$ cat src/rtl/et_pkg.sv
package et_pkg;
  typedef enum logic [1:0] {
    MODE_TIMER = 2'b00,
    MODE_RISE  = 2'b01,
    MODE_FALL  = 2'b10,
    MODE_BOTH  = 2'b11
  } mode_e;

  typedef struct packed {
    logic rise;
    logic fall;
  } edge_t;
endpackage

$ cat src/rtl/et_sync.sv
module et_sync #(
  parameter int N      = 4,
  parameter int STAGES = 2
) (
  input  logic         clk_i,
  input  logic         rst_ni,
  input  logic [N-1:0] d_i,
  output logic [N-1:0] q_o,
  output logic         ready_o
);
  localparam int FW = $clog2(STAGES + 1);

  logic [FW-1:0] fill_q;

  for (genvar i = 0; i < N; i++) begin : g_bit
    logic [STAGES-1:0] sh_q;
    always_ff @(posedge clk_i or negedge rst_ni) begin
      if (!rst_ni) sh_q <= '0;
      else if (STAGES == 1) sh_q <= d_i[i];
      else sh_q <= {sh_q[STAGES-2:0], d_i[i]};
    end
    assign q_o[i] = sh_q[STAGES-1];
  end

  // ready once every stage holds a real sample
  always_ff @(posedge clk_i or negedge rst_ni) begin
    if (!rst_ni) fill_q <= '0;
    else if (fill_q != FW'(STAGES)) fill_q <= fill_q + 1'b1;
  end
  assign ready_o = (fill_q == FW'(STAGES));
endmodule

$ cat src/rtl/et_edge_detect.sv
module et_edge_detect
  import et_pkg::*;
#(
  parameter int SEL_W      = 2,
  parameter int VALID_CAPS = 1,
  localparam int N         = 1 << SEL_W
) (
  input  logic             clk_i,
  input  logic             rst_ni,
  input  logic [N-1:0]     lvl_i,
  input  logic             ready_i,
  input  logic [SEL_W-1:0] sel_i,
  output edge_t            edge_o
);
  logic [N-1:0] prev_q;
  logic         primed_q;
  logic [N-1:0] rise_v, fall_v;

  // history tracks every pin, so select changes cannot fake an edge
  always_ff @(posedge clk_i or negedge rst_ni) begin
    if (!rst_ni) begin
      prev_q   <= '0;
      primed_q <= 1'b0;
    end else begin
      prev_q   <= lvl_i;
      primed_q <= ready_i;
    end
  end

  for (genvar i = 0; i < N; i++) begin : g_pin
    assign rise_v[i] = primed_q &  lvl_i[i] & ~prev_q[i];
    assign fall_v[i] = primed_q & ~lvl_i[i] &  prev_q[i];
  end

  always_comb begin
    edge_o = '0;
    if (int'(sel_i) < VALID_CAPS) begin
      edge_o.rise = rise_v[sel_i];
      edge_o.fall = fall_v[sel_i];
    end
  end
endmodule

$ cat src/rtl/et_prescaler.sv
module et_prescaler #(
  parameter int W = 32
) (
  input  logic         clk_i,
  input  logic         rst_ni,
  input  logic         en_i,
  input  logic         clr_i,
  input  logic         hold_i,
  input  logic [W-1:0] limit_i,
  output logic         tick_o
);
  logic [W-1:0] pc_q;
  logic         term;

  assign term   = (pc_q == limit_i);
  assign tick_o = en_i & ~clr_i & ~hold_i & term;

  always_ff @(posedge clk_i or negedge rst_ni) begin
    if (!rst_ni)               pc_q <= '0;
    else if (clr_i || hold_i)  pc_q <= '0;
    else if (en_i)             pc_q <= term ? '0 : pc_q + 1'b1;
  end
endmodule

$ cat src/rtl/et_counter.sv
module et_counter #(
  parameter int W = 32
) (
  input  logic         clk_i,
  input  logic         rst_ni,
  input  logic         en_i,
  input  logic         clr_i,
  input  logic         inc_i,
  output logic [W-1:0] count_o
);
  always_ff @(posedge clk_i or negedge rst_ni) begin
    if (!rst_ni)             count_o <= '0;
    else if (clr_i)          count_o <= '0;
    else if (en_i && inc_i)  count_o <= count_o + 1'b1;
  end
endmodule

$ cat src/rtl/edge_timer.sv
module edge_timer
  import et_pkg::*;
#(
  parameter int CNT_W       = 32,
  parameter int PRE_W       = 32,
  parameter int SEL_W       = 2,
  parameter int VALID_CAPS  = 1,
  parameter int SYNC_STAGES = 2,
  localparam int NUM_CAP    = 1 << SEL_W
) (
  input  logic               clk_i,
  input  logic               rst_ni,
  input  logic               cnt_en_i,
  input  logic               cnt_clr_i,
  input  logic [1:0]         mode_i,
  input  logic [SEL_W-1:0]   cap_sel_i,
  input  logic [PRE_W-1:0]   prescale_i,
  input  logic [NUM_CAP-1:0] cap_i,
  output logic [CNT_W-1:0]   count_o
);
  logic [NUM_CAP-1:0] cap_s;
  logic               sync_ready;
  edge_t              ev;
  logic               tick;
  logic               counting;
  logic               inc;
  mode_e              mode;

  assign mode     = mode_e'(mode_i);
  assign counting = (mode != MODE_TIMER);

  et_sync #(.N(NUM_CAP), .STAGES(SYNC_STAGES)) u_sync (
    .clk_i, .rst_ni, .d_i(cap_i), .q_o(cap_s), .ready_o(sync_ready)
  );

  et_edge_detect #(.SEL_W(SEL_W), .VALID_CAPS(VALID_CAPS)) u_edge (
    .clk_i, .rst_ni, .lvl_i(cap_s), .ready_i(sync_ready),
    .sel_i(cap_sel_i), .edge_o(ev)
  );

  // counting modes bypass the prescaler entirely
  et_prescaler #(.W(PRE_W)) u_pre (
    .clk_i, .rst_ni, .en_i(cnt_en_i), .clr_i(cnt_clr_i),
    .hold_i(counting), .limit_i(prescale_i), .tick_o(tick)
  );

  always_comb begin
    unique case (mode)
      MODE_TIMER: inc = tick;
      MODE_RISE:  inc = ev.rise;
      MODE_FALL:  inc = ev.fall;
      MODE_BOTH:  inc = ev.rise | ev.fall;
      default:    inc = 1'b0;
    endcase
  end

  et_counter #(.W(CNT_W)) u_cnt (
    .clk_i, .rst_ni, .en_i(cnt_en_i), .clr_i(cnt_clr_i),
    .inc_i(inc), .count_o(count_o)
  );
endmodule

$ cat config.mk
export PLATFORM = sky130hd
export DESIGN_NAME = edge_timer
export DESIGN_NICKNAME = d
export VERILOG_FILES = /design/src/rtl/et_pkg.sv /design/src/rtl/et_sync.sv /design/src/rtl/et_edge_detect.sv /design/src/rtl/et_prescaler.sv /design/src/rtl/et_counter.sv /design/src/rtl/edge_timer.sv
export SDC_FILE = /design/constraint.sdc
export NUM_CORES = 1
export LEC_CHECK = 0
export BUFFER_PORTS_ARGS = -buffer_cell sky130_fd_sc_hd__buf_2
export CORE_MARGIN = 2
export CORE_UTILIZATION = 42
export DETAILED_ROUTE_END_ITERATION = 12
export GPL_ROUTABILITY_DRIVEN = 0
export SYNTH_ARGS = -nofsm -noshare
export SYNTH_HDL_FRONTEND = slang
export SYNTH_HIERARCHICAL = 1
export SYNTH_SLANG_ARGS = --single-unit
$ cat constraint.sdc
create_clock -name clk_i -period 3.7 [get_ports clk_i]
set_clock_uncertainty 0.2 [all_clocks]
set_input_delay 0.185 -clock clk_i [delete_from_list [all_inputs] [get_ports clk_i]]
set_output_delay 0.185 -clock clk_i [all_outputs]
set_load 0.1 [all_outputs]
### After elaboration in Yosys (flattened, before gate mapping)

Index checks and enable logic that the tools add are counted.

| word-level totals | value |
|---|---|
| input port bits | 44 |
| bits in registers | 79 |

| cells by class | value |
|---|---|
| bitwise logic cells | 30 |
| add/subtract/negate cells | 3 |
| muxes and demuxes | 11 |
| $lt $le $gt $ge | 2 |
| eq/ne operators | 6 |
| reductions and logical operators | 6 |

Operators by type and width:

| operator | number |
|---|---|
| $mux 32 | 5 |
| $add 32x1->32 const B | 2 |
| $eq 32x32->1 | 1 |
| $and 1x1->1 | 19 |
| $not 1->1 | 10 |
| $eq 2x2->1 const B | 3 |
| $reduce_bool 2->1 | 3 |
| $bmux 1 s2 | 2 |
| $pmux 1 s4 | 1 |
| $lt 2x3->1 const B | 1 |
| $add 2x1->2 const B | 1 |
| $eq 2x1->1 const B | 1 |
| $logic_not 2->1 | 1 |
| $lt 2x1->1 const B | 1 |
| $mux 1 | 2 |
| $mux 2 | 1 |
| $ne 2x2->1 const B | 1 |
| $logic_and 1x1->1 | 1 |
| $logic_or 1x1->1 | 1 |
| $or 1x1->1 | 1 |

### Depth between registers and ports, before layout

Gate-level depths: netlist of run 1.

| logic depth | value |
|---|---|
| depth in word-level cells | 11 |
| gate-level depth with buffers | 13 |
| mapped depth without buffers | 11 |

### By module

Netlist of run 1, hierarchy kept.

By module, submodules not included:

| module | instances | area an instance (sq um) | cells an instance |
|---|---|---|---|
| et_prescaler | 1 | 2127.0 | 246 |
| et_counter | 1 | 1732.9 | 188 |
| et_sync | 1 | 331.6 | 20 |
| et_edge_detect | 1 | 83.8 | 5 |
| edge_timer | 1 | 25.0 | 4 |

### Least setup slack after synthesis of run 1

OpenSTA, ideal clock, no wires.

| path | value |
|---|---|
| path type | flip-flop to flip-flop |
| start point | register u_pre.pc_q[3] |
| end point | register u_cnt.count_o[31] |
| cell stages (with the launch flop) | 13 |
| arrival | 3.045 ns |
| period minus slack after synthesis | 3.323 ns |
| setup time | 0.078 ns |
| required time | 3.422 ns |
| slack | 0.377 ns |
| cells stage by stage | dfrtp_1 > clkbuf_1 > xnor2_1 > nand4_1 > nor4_1 > nand3_1 > nor2_1 > inv_1 > o21ai_1 > nand4_1 > or4_1 > or4_1 > a21oi_1 |

| on the way | value |
|---|---|
| cells in the longest elaborated chain, start to end | 5 |

Ends and longest elaborated chain:

| item | RTL line | source |
|---|---|---|
| from (decl) | et_prescaler.sv:12 | `logic [W-1:0] pc_q;` |
| from (signal assigned) | et_prescaler.sv:21 | `else if (en_i) pc_q <= term ? '0 : pc_q + 1'b1;` |
| $eq 32x32->1 | et_prescaler.sv:15 | `assign term = (pc_q == limit_i);` |
| $and 1x1->1 | et_prescaler.sv:16 | `assign tick_o = en_i & ~clr_i & ~hold_i & term;` |
| via tick | edge_timer.sv:24 | `logic tick;` |
| $pmux 1 s4 | edge_timer.sv:48 | `unique case (mode)` |
| via inc | edge_timer.sv:26 | `logic inc;` |
| $logic_and 1x1->1 | et_counter.sv:14 | `else if (en_i && inc_i) count_o <= count_o + 1'b1;` |
| $reduce_bool 2->1 (no line) | -- |  |
| to (signal assigned) | et_counter.sv:14 |  |
| to (decl) | et_counter.sv:9 | `output logic [W-1:0] count_o` |

The timed path passes the listed nets, and every way through them passes these cells.
A chain may end at the register's enable or synchronous reset.

### Worst setup path after layout of run 1

Ends and elaborated chain as after synthesis.

==> results of run 1 <==
==> per-layer routing <==
layer	track usage	share of wire
met5	0	0
met1	0.270	0.45
met2	0.343	0.49
met3	0.0359	0.051
met4	0.0789	0.018
==> area by class of cell <==
class / count / area (µm²) / share of cell area
clock inverters: 7 / 63.8 / 0.0131
well taps: 133 / 166 / 0.0342
multi-input cells: 346 / 2240 / 0.460
repair buffers: 86 / 473 / 0.0972
clock buffers: 9 / 124 / 0.0254
inverters: 13 / 48.8 / 0.0100
flip-flops and latches: 70 / 1750 / 0.360
==> state kept, by name, summed over array words and instances (netlist names) <==
register and flops:
u_sync/g_bit.sh_q 2, u_cnt/count_o 32, u_edge/prev_q 1, u_sync/fill_q 2, u_pre/pc_q 32, u_edge/primed_q 1
==> power by group through the flow <==
stage | Clock, mW | Sequential, mW | Combinational, mW
2_1_floorplan | 0 | 0.786 | 0.0397
3_3_place_gp | 0 | 0.784 | 0.0964
3_5_place_dp | 0 | 0.784 | 0.0963
4_1_cts | 0.623 | 0.769 | 0.0995
5_1_grt | 0.662 | 0.770 | 0.109
6_report | 0.606 | 0.769 | 0.0974
==> what timing repair did <==
action                                 4_1_cts  5_1_grt
endpoints found under the hold margin       25        0
gates resized for setup                      0        3
setup endpoints to repair                    0        6
hold buffers                                 3        0
==> final timing paths <==
| path | startpoint | endpoint | slack [ns] | depth (start not counted) |
|---|---|---|---|---|
| worst max-delay path | u_pre/pc_q[3]$_DFFE_PN0P_ | u_cnt/count_o[31]$_DFFE_PN0P_ | 0.11 | 12 |
| worst min-delay path | mode_i[0] | u_cnt/count_o[1]$_DFFE_PN0P_ | 0.13 | 5 |
| worst max register to register | u_pre/pc_q[3]$_DFFE_PN0P_ | u_cnt/count_o[31]$_DFFE_PN0P_ | 0.11 | 12 |
| worst min register to register | u_sync/g_bit[0].sh_q[0]$_DFF_PN0_ | u_sync/g_bit[0].sh_q[1]$_DFF_PN0_ | 0.15 | 0 |
| max in group asynchronous | rst_ni | u_pre/pc_q[9]$_DFFE_PN0P_ | 2.34 | 3 |
| min in group asynchronous | rst_ni | u_cnt/count_o[28]$_DFFE_PN0P_ | 0.17 | 2 |
==> metrics by stage <==
stage / setup WS (ns) / setup TNS (ns)
floorplan: 0.377 / 0
global placement: 0.177 / 0
detailed placement: 0.117 / 0
CTS: 0.0168 / 0
global route: -0.0718 / -0.280
finish: 0.108 / 0
==> cell usage in the layout, fill, tap and decap left out, types with 2 or more instances in the layout <==
cell type / n
o41ai_1: 5
xnor2_1: 39
o31ai_1: 10
mux2i_1: 5
o21ai_0: 10
or4_1: 12
and4_1: 3
a31oi_1: 2
dfrtp_1: 70
inv_1: 13
o311ai_0: 12
a21oi_1: 36
dlygate4sd3_1: 3
clkinvlp_4: 2
nor2b_1: 2
nand2_1: 46
inv_8: 2
buf_4: 11
inv_6: 2
a22o_1: 4
ha_1: 4
o311ai_1: 5
nor3b_2: 2
nor3_1: 5
nor4_1: 7
and2_1: 2
nand4_1: 14
nor3_2: 2
or3_2: 2
nor4_2: 3
a21o_1: 4
or3_1: 12
and3_1: 7
nand3_1: 47
or4b_1: 5
clkbuf_8: 9
buf_2: 72
nor2_1: 21
==> tightest hold or removal path: cells and delay by family <==
family	cells	cell delay [ns]
AO/OA/AOI/OAI	2	0.15
buffers and inverters	1	0.09
AND/OR/NAND/NOR	2	0.23
==> impl_metrics.json, run 1 <==
{
  "slowest_stage": "or4_1",
  "clkPwrFrac": 0.411,
  "grt_pass1_vias": 3528,
  "finalSetupViolations": 0,
  "route.antenna.remaining_nets": 0,
  "max_slew_margin": 0.422,
  "placed_area_mm2": 0.00463,
  "outcome": "complete, no violations",
  "crit_path_max_fanout": 6,
  "core_area_mm2": 0.00964,
  "internal_power_mw": 1.06,
  "final-max-slew-violation-count": 0,
  "htreeDepth": 3,
  "drive_gt1_frac": 0.222,
  "p_total_mw": 1.47,
  "cts.clk_slew.worst_paths_ns": 0.09,
  "floorplan.initialDensity": 0.428,
  "worst_setup_path_end_kind": "flip-flop",
  "grt_pass1_wl_um": 17100,
  "nets": 574,
  "max_cap_violations": 0,
  "p_sw_uw": 408,
  "cts_made_buffers": 9,
  "fmax_ghz": 0.278,
  "drtPass1Iterations": 4,
  "rows": 36,
  "post-route-period-util": 0.971,
  "via_per_inst": 5.64,
  "hp-class": "in -> reg",
  "crit_chain": "xnor2_1 -> nand4_1 -> nor4_2 -> buf_4 -> nand3_1 -> nor2_1 -> inv_1 -> o21ai_2 -> nand4_1 -> or4_1 -> or4_1 -> a21oi_1",
  "yosysWarnings": 6,
  "fin_cells": 664,
  "root_buffer": "clkbuf_8",
  "cts.sinks": 70,
  "path_class": "reg -> reg",
  "final_hold_viol_count": 0,
  "power_density_mw_per_mm2": 302,
  "critPathBufInv": 2,
  "post-route-util": 0.505,
  "finalCriticalPeriod_ns": 3.59,
  "critPathMaxStageDelay_ns": 0.59,
  "cellLeakagePower_nw": 1.92,
  "antenna_cells": 0,
  "cts_tree": "yes",
  "cts_setup_buffers": 0,
  "die_w_um": 103,
  "clk_latency_ns": 0.35,
  "vias": 3743,
  "pwr-share-comb": 0.066,
  "fillers": 968,
  "syn-instance-count": 454,
  "port_buffers": 72,
  "dp_hpwl_um": 7330,
  "dr.first_iter.drc_count": 169,
  "fin_hold_ws_ns": 0.130,
  "antenna_found_initial": 0,
  "die-area_mm2": 0.0106,
  "p_seq_frac": 0.522,
  "wirelength_um": 10400,
  "syn_to_final_growth_pct": 17.9,
  "ir_worst_vdd_mv": 0.146,
  "track_usage": 0.207,
  "worstPathRequired_ns": 3.78,
  "clockBufferDepth": 2,
  "ios": 76,
  "overflow": 0,
  "cp.arrival_ns": 3.67,
  "wl_per_cell_um": 15.7,
  "worst_slew_pin_slew_ns": 0.865,
  "design_area_mm2": 0.00487,
  "die-height_um": 103,
  "sw_frac_of_total": 0.277,
  "critPathLaunchType": "flip-flop",
  "synth_area_mm2": 0.00413,
  "grt_max_degree": 38,
  "drc_errors": 0,
  "syn_avg_cell_area_um2": 9.09,
  "synth_nets": 502,
  "dp_cells": 645,
  "cp_top_family": "simple AND/OR/NAND/NOR gates"
}
(Power assumes the default switching activity.)
==> inputs of run 2 (changes only) <==
Settings changed: SYNTH_HIERARCHICAL 1 to not set.
==> impl_metrics.json, run 2 <==
{
  "syn-instance-count": 553,
  "drc_errors": 0,
  "finalCriticalPeriod_ns": 3.07,
  "worst_slew_pin_slew_ns": 0.726,
  "floorplan.initialDensity": 0.431,
  "overflow": 0,
  "r2r_end": "u_cnt.count_o[31]$_DFFE_PN0P_",
  "worst_setup_path_end_kind": "flip-flop",
  "r2r-start": "u_cnt.count_o[3]$_DFFE_PN0P_",
  "async_reset_ff_frac": 1.00,
  "final-max-slew-violation-count": 0,
  "crit_path_max_fanout": 10,
  "power_density_mw_per_mm2": 286,
  "finalSetupTns_ns": 0,
  "cts_tree": "yes",
  "synth_area_mm2": 0.00468,
  "cellLeakagePower_nw": 2.15,
  "min_to": "u_sync.g_bit[0].sh_q[1]$_DFF_PN0_",
  "final_hold_viol_count": 0,
  "regArea_mm2": 0.00175,
  "r2r_slack_ns": 0.63,
  "wirelength_um": 12700,
  "synth-edff-count": 0,
  "post-route-period-util": 0.831,
  "rsz0062_at_grt": "false",
  "critPathLaunchType": "flip-flop",
  "clk_latency_ns": 0.37,
  "yosysTopAreaCellShare": 0.375,
  "clockBufferDepth": 2,
  "ys_seq_area_frac": 0.375,
  "port_buffers": 72,
  "die-height_um": 110,
  "synth_area_leader_cell": "dfrtp_1",
  "syn_avg_cell_area_um2": 8.46,
  "die_w_um": 110,
  "finalSetupViolations": 0,
  "antenna_cells": 0,
  "drtPass1Iterations": 5,
  "synth_ff_type": "dfrtp_1",
  "synth_nets": 600,
  "path_class": "reg -> reg",
  "route.antenna.remaining_nets": 0,
  "htreeDepth": 3,
  "grt_max_degree": 62,
  "dp_hpwl_um": 8680,
  "yosysMostFrequentCell": "dfrtp_1",
  "track_usage": 0.222,
  "yosysWarnings": 0,
  "wl_per_cell_um": 16.7,
  "antenna_found_initial": 0,
  "dr.first_iter.drc_count": 337,
  "ys_ff_latch": 70,
  "hold_depth": 0,
  "core_area_mm2": 0.0108,
  "drive_gt1_frac": 0.216,
  "final_cell_mix": "buf_2 (72), dfrtp_1 (70), nand2_1 (61), nand3_1 (43), nor2_1 (34)",
  "hp-class": "reg -> reg",
  "cts.clk_slew.worst_paths_ns": 0.08,
  "cts_made_buffers": 9,
  "synth_cell_types": 57,
  "fmax_ghz": 0.325,
  "root_buffer": "clkbuf_8",
  "ir_worst_vdd_mv": 0.169,
  "die-area_mm2": 0.0120,
  "final_common_cell": "buf_2",
  "cp.arrival_ns": 3.14,
  "fin_hold_ws_ns": 0.149,
  "worstPathRequired_ns": 3.76,
  "max_cap_violations": 0,
  "ios": 76,
  "nets": 661,
  "via_per_inst": 5.85,
  "ff2ff_path_depth": 6,
  "vias": 4438,
  "outcome": "complete, no violations",
  "fillers": 1057,
  "max_slew_margin": 0.515,
  "grt_pass1_vias": 4206,
  "yosys-top-cells-area": "dfrtp_1 (37%), xnor2_1 (6.2%), nand2_1 (4.9%), nand3_1 (4.6%), mux2_2 (4.3%)",
  "ctsResizeCount": 0,
  "syn_to_final_growth_pct": 14.9,
  "synth_commonest_cells": "dfrtp_1 (70), nand2_1 (61), nand3_1 (43)",
  "cts.sinks": 70,
  "grt_pass1_wl_um": 20800,
  "rows": 38,
  "multi_input_area_mm2": 0.00275,
  "reg_top3": "u_cnt.count_o x32, u_pre.pc_q x32",
  "min_from": "u_sync.g_bit[0].sh_q[0]$_DFF_PN0_"
}
## run 2: cell types whose count changed in the layout (fill, tap and decap cells not counted), moves of 13 or more
cell     previous run  this run
a21oi_1            36        22
mux2_2              1        18
nand2_1            46        61
nand4_1            14        27
nor2_1             21        34
nor2b_1             2        19
## run 2: routing by layer
layer,global-route usage,vias to the layer above,routed length [µm]
li1,-,2161,-
met4,0.0895,0,192
met3,0.0350,14,649
met2,0.370,137,6160
met5,0,-,0
met1,0.286,2126,5660
## run 2: worst max-delay path, stage by stage, from the launching register on
cell     delay (ns)
dfrtp_1        0.51
nand4_1        0.26
or4_1          0.64
nor4_1         0.65
nand4_1        0.19
o21ai_1        0.17
mux2_2         0.35
## run 2: final cells by class
type	count	area share
inverters	14	0.00978
clock buffers	11	0.0245
well taps	140	0.0326
multi-input cells	434	0.512
flip-flops and latches	70	0.326
clock inverters	5	0.00932
repair buffers	85	0.0862
## run 2: stage by stage
stage	util	instances	setup slack, ns	instance area (µm²)	total power, mW
final	0.496	759	0.626	5370	1.54
after global placement	0.477	741	0.739	5170	0.929
after global routing	0.496	759	0.479	5370	1.60
after CTS	0.496	759	0.674	5370	1.55
after detailed placement	0.477	741	0.685	5170	0.932
after floorplan	-	553	0.269	4680	0.870
## run 2: cell families (layout without fill, tap and decap cells)
| family | after synthesis | in the layout | share of synthesized area |
|---|---|---|---|
| AO/OA/AOI/OAI | 104 | 104 | 0.152 |
| XOR/XNOR | 33 | 33 | 0.0618 |
| adder cells (fa/ha/maj) | 3 | 3 | 0.00803 |
| buffers and inverters | 49 | 115 | 0.0412 |
| flip-flops | 70 | 70 | 0.375 |
| multiplexers | 23 | 23 | 0.0541 |
| AND/OR/NAND/NOR | 271 | 271 | 0.308 |
## run 2: worst max-delay path by stage
stage / from / to
4_1_cts: u_cnt.count_o[3]$_DFFE_PN0P_ / u_cnt.count_o[31]$_DFFE_PN0P_
3_5_place_dp: u_cnt.count_o[3]$_DFFE_PN0P_ / u_cnt.count_o[31]$_DFFE_PN0P_
5_1_grt: u_cnt.count_o[3]$_DFFE_PN0P_ / u_cnt.count_o[31]$_DFFE_PN0P_
2_1_floorplan: u_cnt.count_o[3]$_DFFE_PN0P_ / u_cnt.count_o[31]$_DFFE_PN0P_
6_report: u_cnt.count_o[3]$_DFFE_PN0P_ / u_cnt.count_o[31]$_DFFE_PN0P_
3_3_place_gp: u_pre.pc_q[22]$_DFFE_PN0P_ / u_cnt.count_o[17]$_DFFE_PN0P_
## run 2: power by group
group	internal [mW]	leakage (nW)	switching, mW
combinational	0.0477	1.09	0.0920
clock	0.308	0.0968	0.313
sequential	0.770	0.956	0.00693
total	1.12	2.15	0.412
## run 2: what timing repair did
item	CTS	global route
endpoints found under the setup margin	0	0
hold buffers	2	0
buffers inserted	0	0
hold endpoints to repair	26	0
==> inputs of run 3 (changes only) <==
Settings changed: ABC_AREA set to 1.
Clock period 3.7 ns to 2.7 ns, I/O delays scaled along.
==> impl_metrics.json, run 3 <==
{
  "synth_cell_types": 35,
  "yosys-top-cells-area": "dfrtp_1 (34%), nand2_1 (17%), inv_1 (7.0%), nand3_1 (5.7%), nand4_1 (5.6%)",
  "max_cap_violations": 0,
  "met1Wirelength_um": 5960,
  "vias": 5040,
  "synth_area_mm2": 0.00522,
  "rows": 40,
  "fmax_ghz": 0.394,
  "cts_setup_buffers": 0,
  "design_area_mm2": 0.00600,
  "die-height_um": 115,
  "crit_path_max_fanout": 5,
  "ir_worst_vdd_mv": 0.262,
  "outcome": "complete, no violations",
  "reg_top3": "u_cnt.count_o x32, u_pre.pc_q x32",
  "final_common_cell": "nand2_1",
  "finalSetupTns_ns": 0,
  "ys_seq_area_frac": 0.335,
  "wirelength_um": 14000,
  "overflow": 0,
  "track_usage": 0.225,
  "worst_setup_path_end_kind": "flip-flop",
  "grt_pass1_wl_um": 23300,
  "finalSetupViolations": 0,
  "drive_gt1_frac": 0.156,
  "hp-class": "in -> reg",
  "critPathMaxStageDelay_ns": 0.58,
  "ios": 76,
  "synth-edff-count": 0,
  "root_buffer": "clkbuf_16",
  "wl_met2_um": 7060,
  "fin_cells": 1013,
  "dp_hpwl_um": 10400,
  "grt_max_degree": 65,
  "htreeDepth": 3,
  "yosysWarnings": 0,
  "final-max-slew-violation-count": 0,
  "finalCriticalPeriod_ns": 2.54,
  "cts_tree": "yes",
  "met3_length_um": 646,
  "die_w_um": 115,
  "cts.clk_slew.worst_paths_ns": 0.06,
  "synth_ff_type": "dfrtp_1",
  "floorplan.initialDensity": 0.433,
  "path_class": "reg -> reg",
  "syn-instance-count": 772,
  "clockBufferDepth": 2,
  "drc_errors": 0,
  "nets": 887,
  "dp_cells": 992,
  "highest_layer": "met4",
  "yosysMostFrequentCell": "nand2_1",
  "rsz0062_at_grt": "false",
  "via_per_inst": 4.98,
  "dr.first_iter.drc_count": 281,
  "port_buffers": 72,
  "slowest_stage": "dlygate4sd3_1",
  "ys_ff_latch": 70,
  "yosysTopAreaCellShare": 0.335,
  "syn_avg_cell_area_um2": 6.76,
  "synth_nets": 819,
  "final_hold_viol_count": 0,
  "grt_pass1_vias": 4789,
  "drtPass1Iterations": 4,
  "cts.sinks": 70,
  "cts_made_buffers": 9,
  "final_cell_mix": "nand2_1 (241), inv_1 (97), buf_2 (72), nor2_1 (70), dfrtp_1 (69)",
  "max_slew_margin": 0.327,
  "wl_per_cell_um": 13.8,
  "cellLeakagePower_nw": 2.85,
  "core_area_mm2": 0.0121,
  "post-route-period-util": 0.940,
  "async_reset_ff_frac": 1.00,
  "antenna_found_initial": 0,
  "clk_latency_ns": 0.35,
  "die-area_mm2": 0.0133,
  "synth_commonest_cells": "nand2_1 (241), inv_1 (97), dfrtp_1 (70), nor2_1 (70), nand3_1 (59)",
  "critPathLaunchType": "flip-flop",
  "power_density_mw_per_mm2": 388,
  "worstPathRequired_ns": 2.79,
  "worst_slew_pin_slew_ns": 1.01,
  "syn_to_final_growth_pct": 14.9,
  "cp_common_cell": "nand2_1",
  "route.antenna.remaining_nets": 0,
  "crit_chain": "ha_1 -> nand3_2 -> nor2_2 -> nand2_1 -> nor3_2 -> nand2_1 -> xor2_1 -> nand4_1 -> dlygate4sd3_1 -> nand2_1",
  "antenna_cells": 0,
  "placed_area_mm2": 0.00569,
  "cp.arrival_ns": 2.63,
  "synth_area_leader_cell": "dfrtp_1",
  "post-route-util": 0.497
}
==> run 3: cell count changes after synthesis, moves of 18 or more <==
cell      previous run  this run
a21oi_1             22         3
clkbuf_1            28         6
inv_1               14        97
mux2_2              18         0
nand2_1             61       241
nand4_1             27        47
nor2_1              34        70
nor2b_1             19         0
xor2_1               0        28
==> run 3: metal layers <==
| layer | global-route usage | up-vias |
|---|---|---|
| met1 | 0.271 | 2312 |
| met3 | 0.0366 | 25 |
| met5 | 0 | - |
| met4 | 0.100 | 0 |
| met2 | 0.396 | 114 |
| li1 | - | 2589 |
==> run 3: worst max-delay path: cells and delay by family (launching register included) <==
family / cells / cell delay (ns)
AND/OR/NAND/NOR: 7 / 0.87
buffers and inverters: 1 / 0.58
flip-flops: 1 / 0.44
adder cells (fa/ha/maj): 1 / 0.23
XOR/XNOR: 1 / 0.17
==> run 3: cell type report <==
class | count | area (µm²)
fillers | 1250 | 6060
multi-input cells | 572 | 2930
flip-flops and latches | 70 | 1750
repair buffers | 81 | 453
inverters | 106 | 398
clock buffers | 12 | 236
well taps | 168 | 210
clock inverters | 4 | 23.8
==> run 3: worst paths after layout <==
check | to | cells after the start | slack (ns) | from
min reg2reg | u_sync.g_bit[0].sh_q[1]$_DFF_PN0_ | 0 | 0.15 | u_sync.g_bit[0].sh_q[0]$_DFF_PN0_
max reg2reg | u_pre.pc_q[30]$_DFFE_PN0P_ | 10 | 0.16 | u_pre.pc_q[0]$_DFFE_PN0P_
min in group asynchronous | u_pre.pc_q[6]$_DFFE_PN0P_ | 2 | 0.18 | rst_ni
max in group asynchronous | u_cnt.count_o[24]$_DFFE_PN0P_ | 3 | 1.44 | rst_ni
max | u_pre.pc_q[30]$_DFFE_PN0P_ | 10 | 0.16 | u_pre.pc_q[0]$_DFFE_PN0P_
min | u_pre.pc_q[26]$_DFFE_PN0P_ | 6 | 0.07 | mode_i[1]
==> run 3: report_power, final <==
part	internal [mW]	total, mW	switching [mW]
Clock	0.619	1.09	0.470
Combinational	0.0580	0.179	0.121
Sequential	1.05	1.06	0.00441
Total	1.73	2.33	0.595
==> run 3: metrics by stage <==
stage / hold WS [ns] / power (mW) / setup WS (ns)
2_1_floorplan: -0.361 / 1.17 / 0.0328
3_3_place_gp: 0.0229 / 1.25 / 0.432
3_5_place_dp: 0.0311 / 1.25 / 0.400
4_1_cts: 0.0621 / 2.36 / 0.112
5_1_grt: 0.0991 / 2.42 / 0.0111
6_report: 0.0673 / 2.33 / 0.162
==> run 3: what timing repair did <==
item	in CTS	in global routing
hold buffers	5	0
resized for setup	0	1
setup endpoints to repair	0	1
endpoints found under the hold margin	36	0
==> run 3: kinds of logic (layout without fill, tap and decap cells) <==
logic type | Yosys count | count (layout) | synth area share
buffers and inverters | 130 | 203 | 0.104
XOR/XNOR | 57 | 57 | 0.0956
flip-flops | 70 | 70 | 0.335
AND/OR/NAND/NOR | 471 | 471 | 0.411
adder cells (fa/ha/maj) | 3 | 3 | 0.00719
AO/OA/AOI/OAI | 41 | 41 | 0.0460
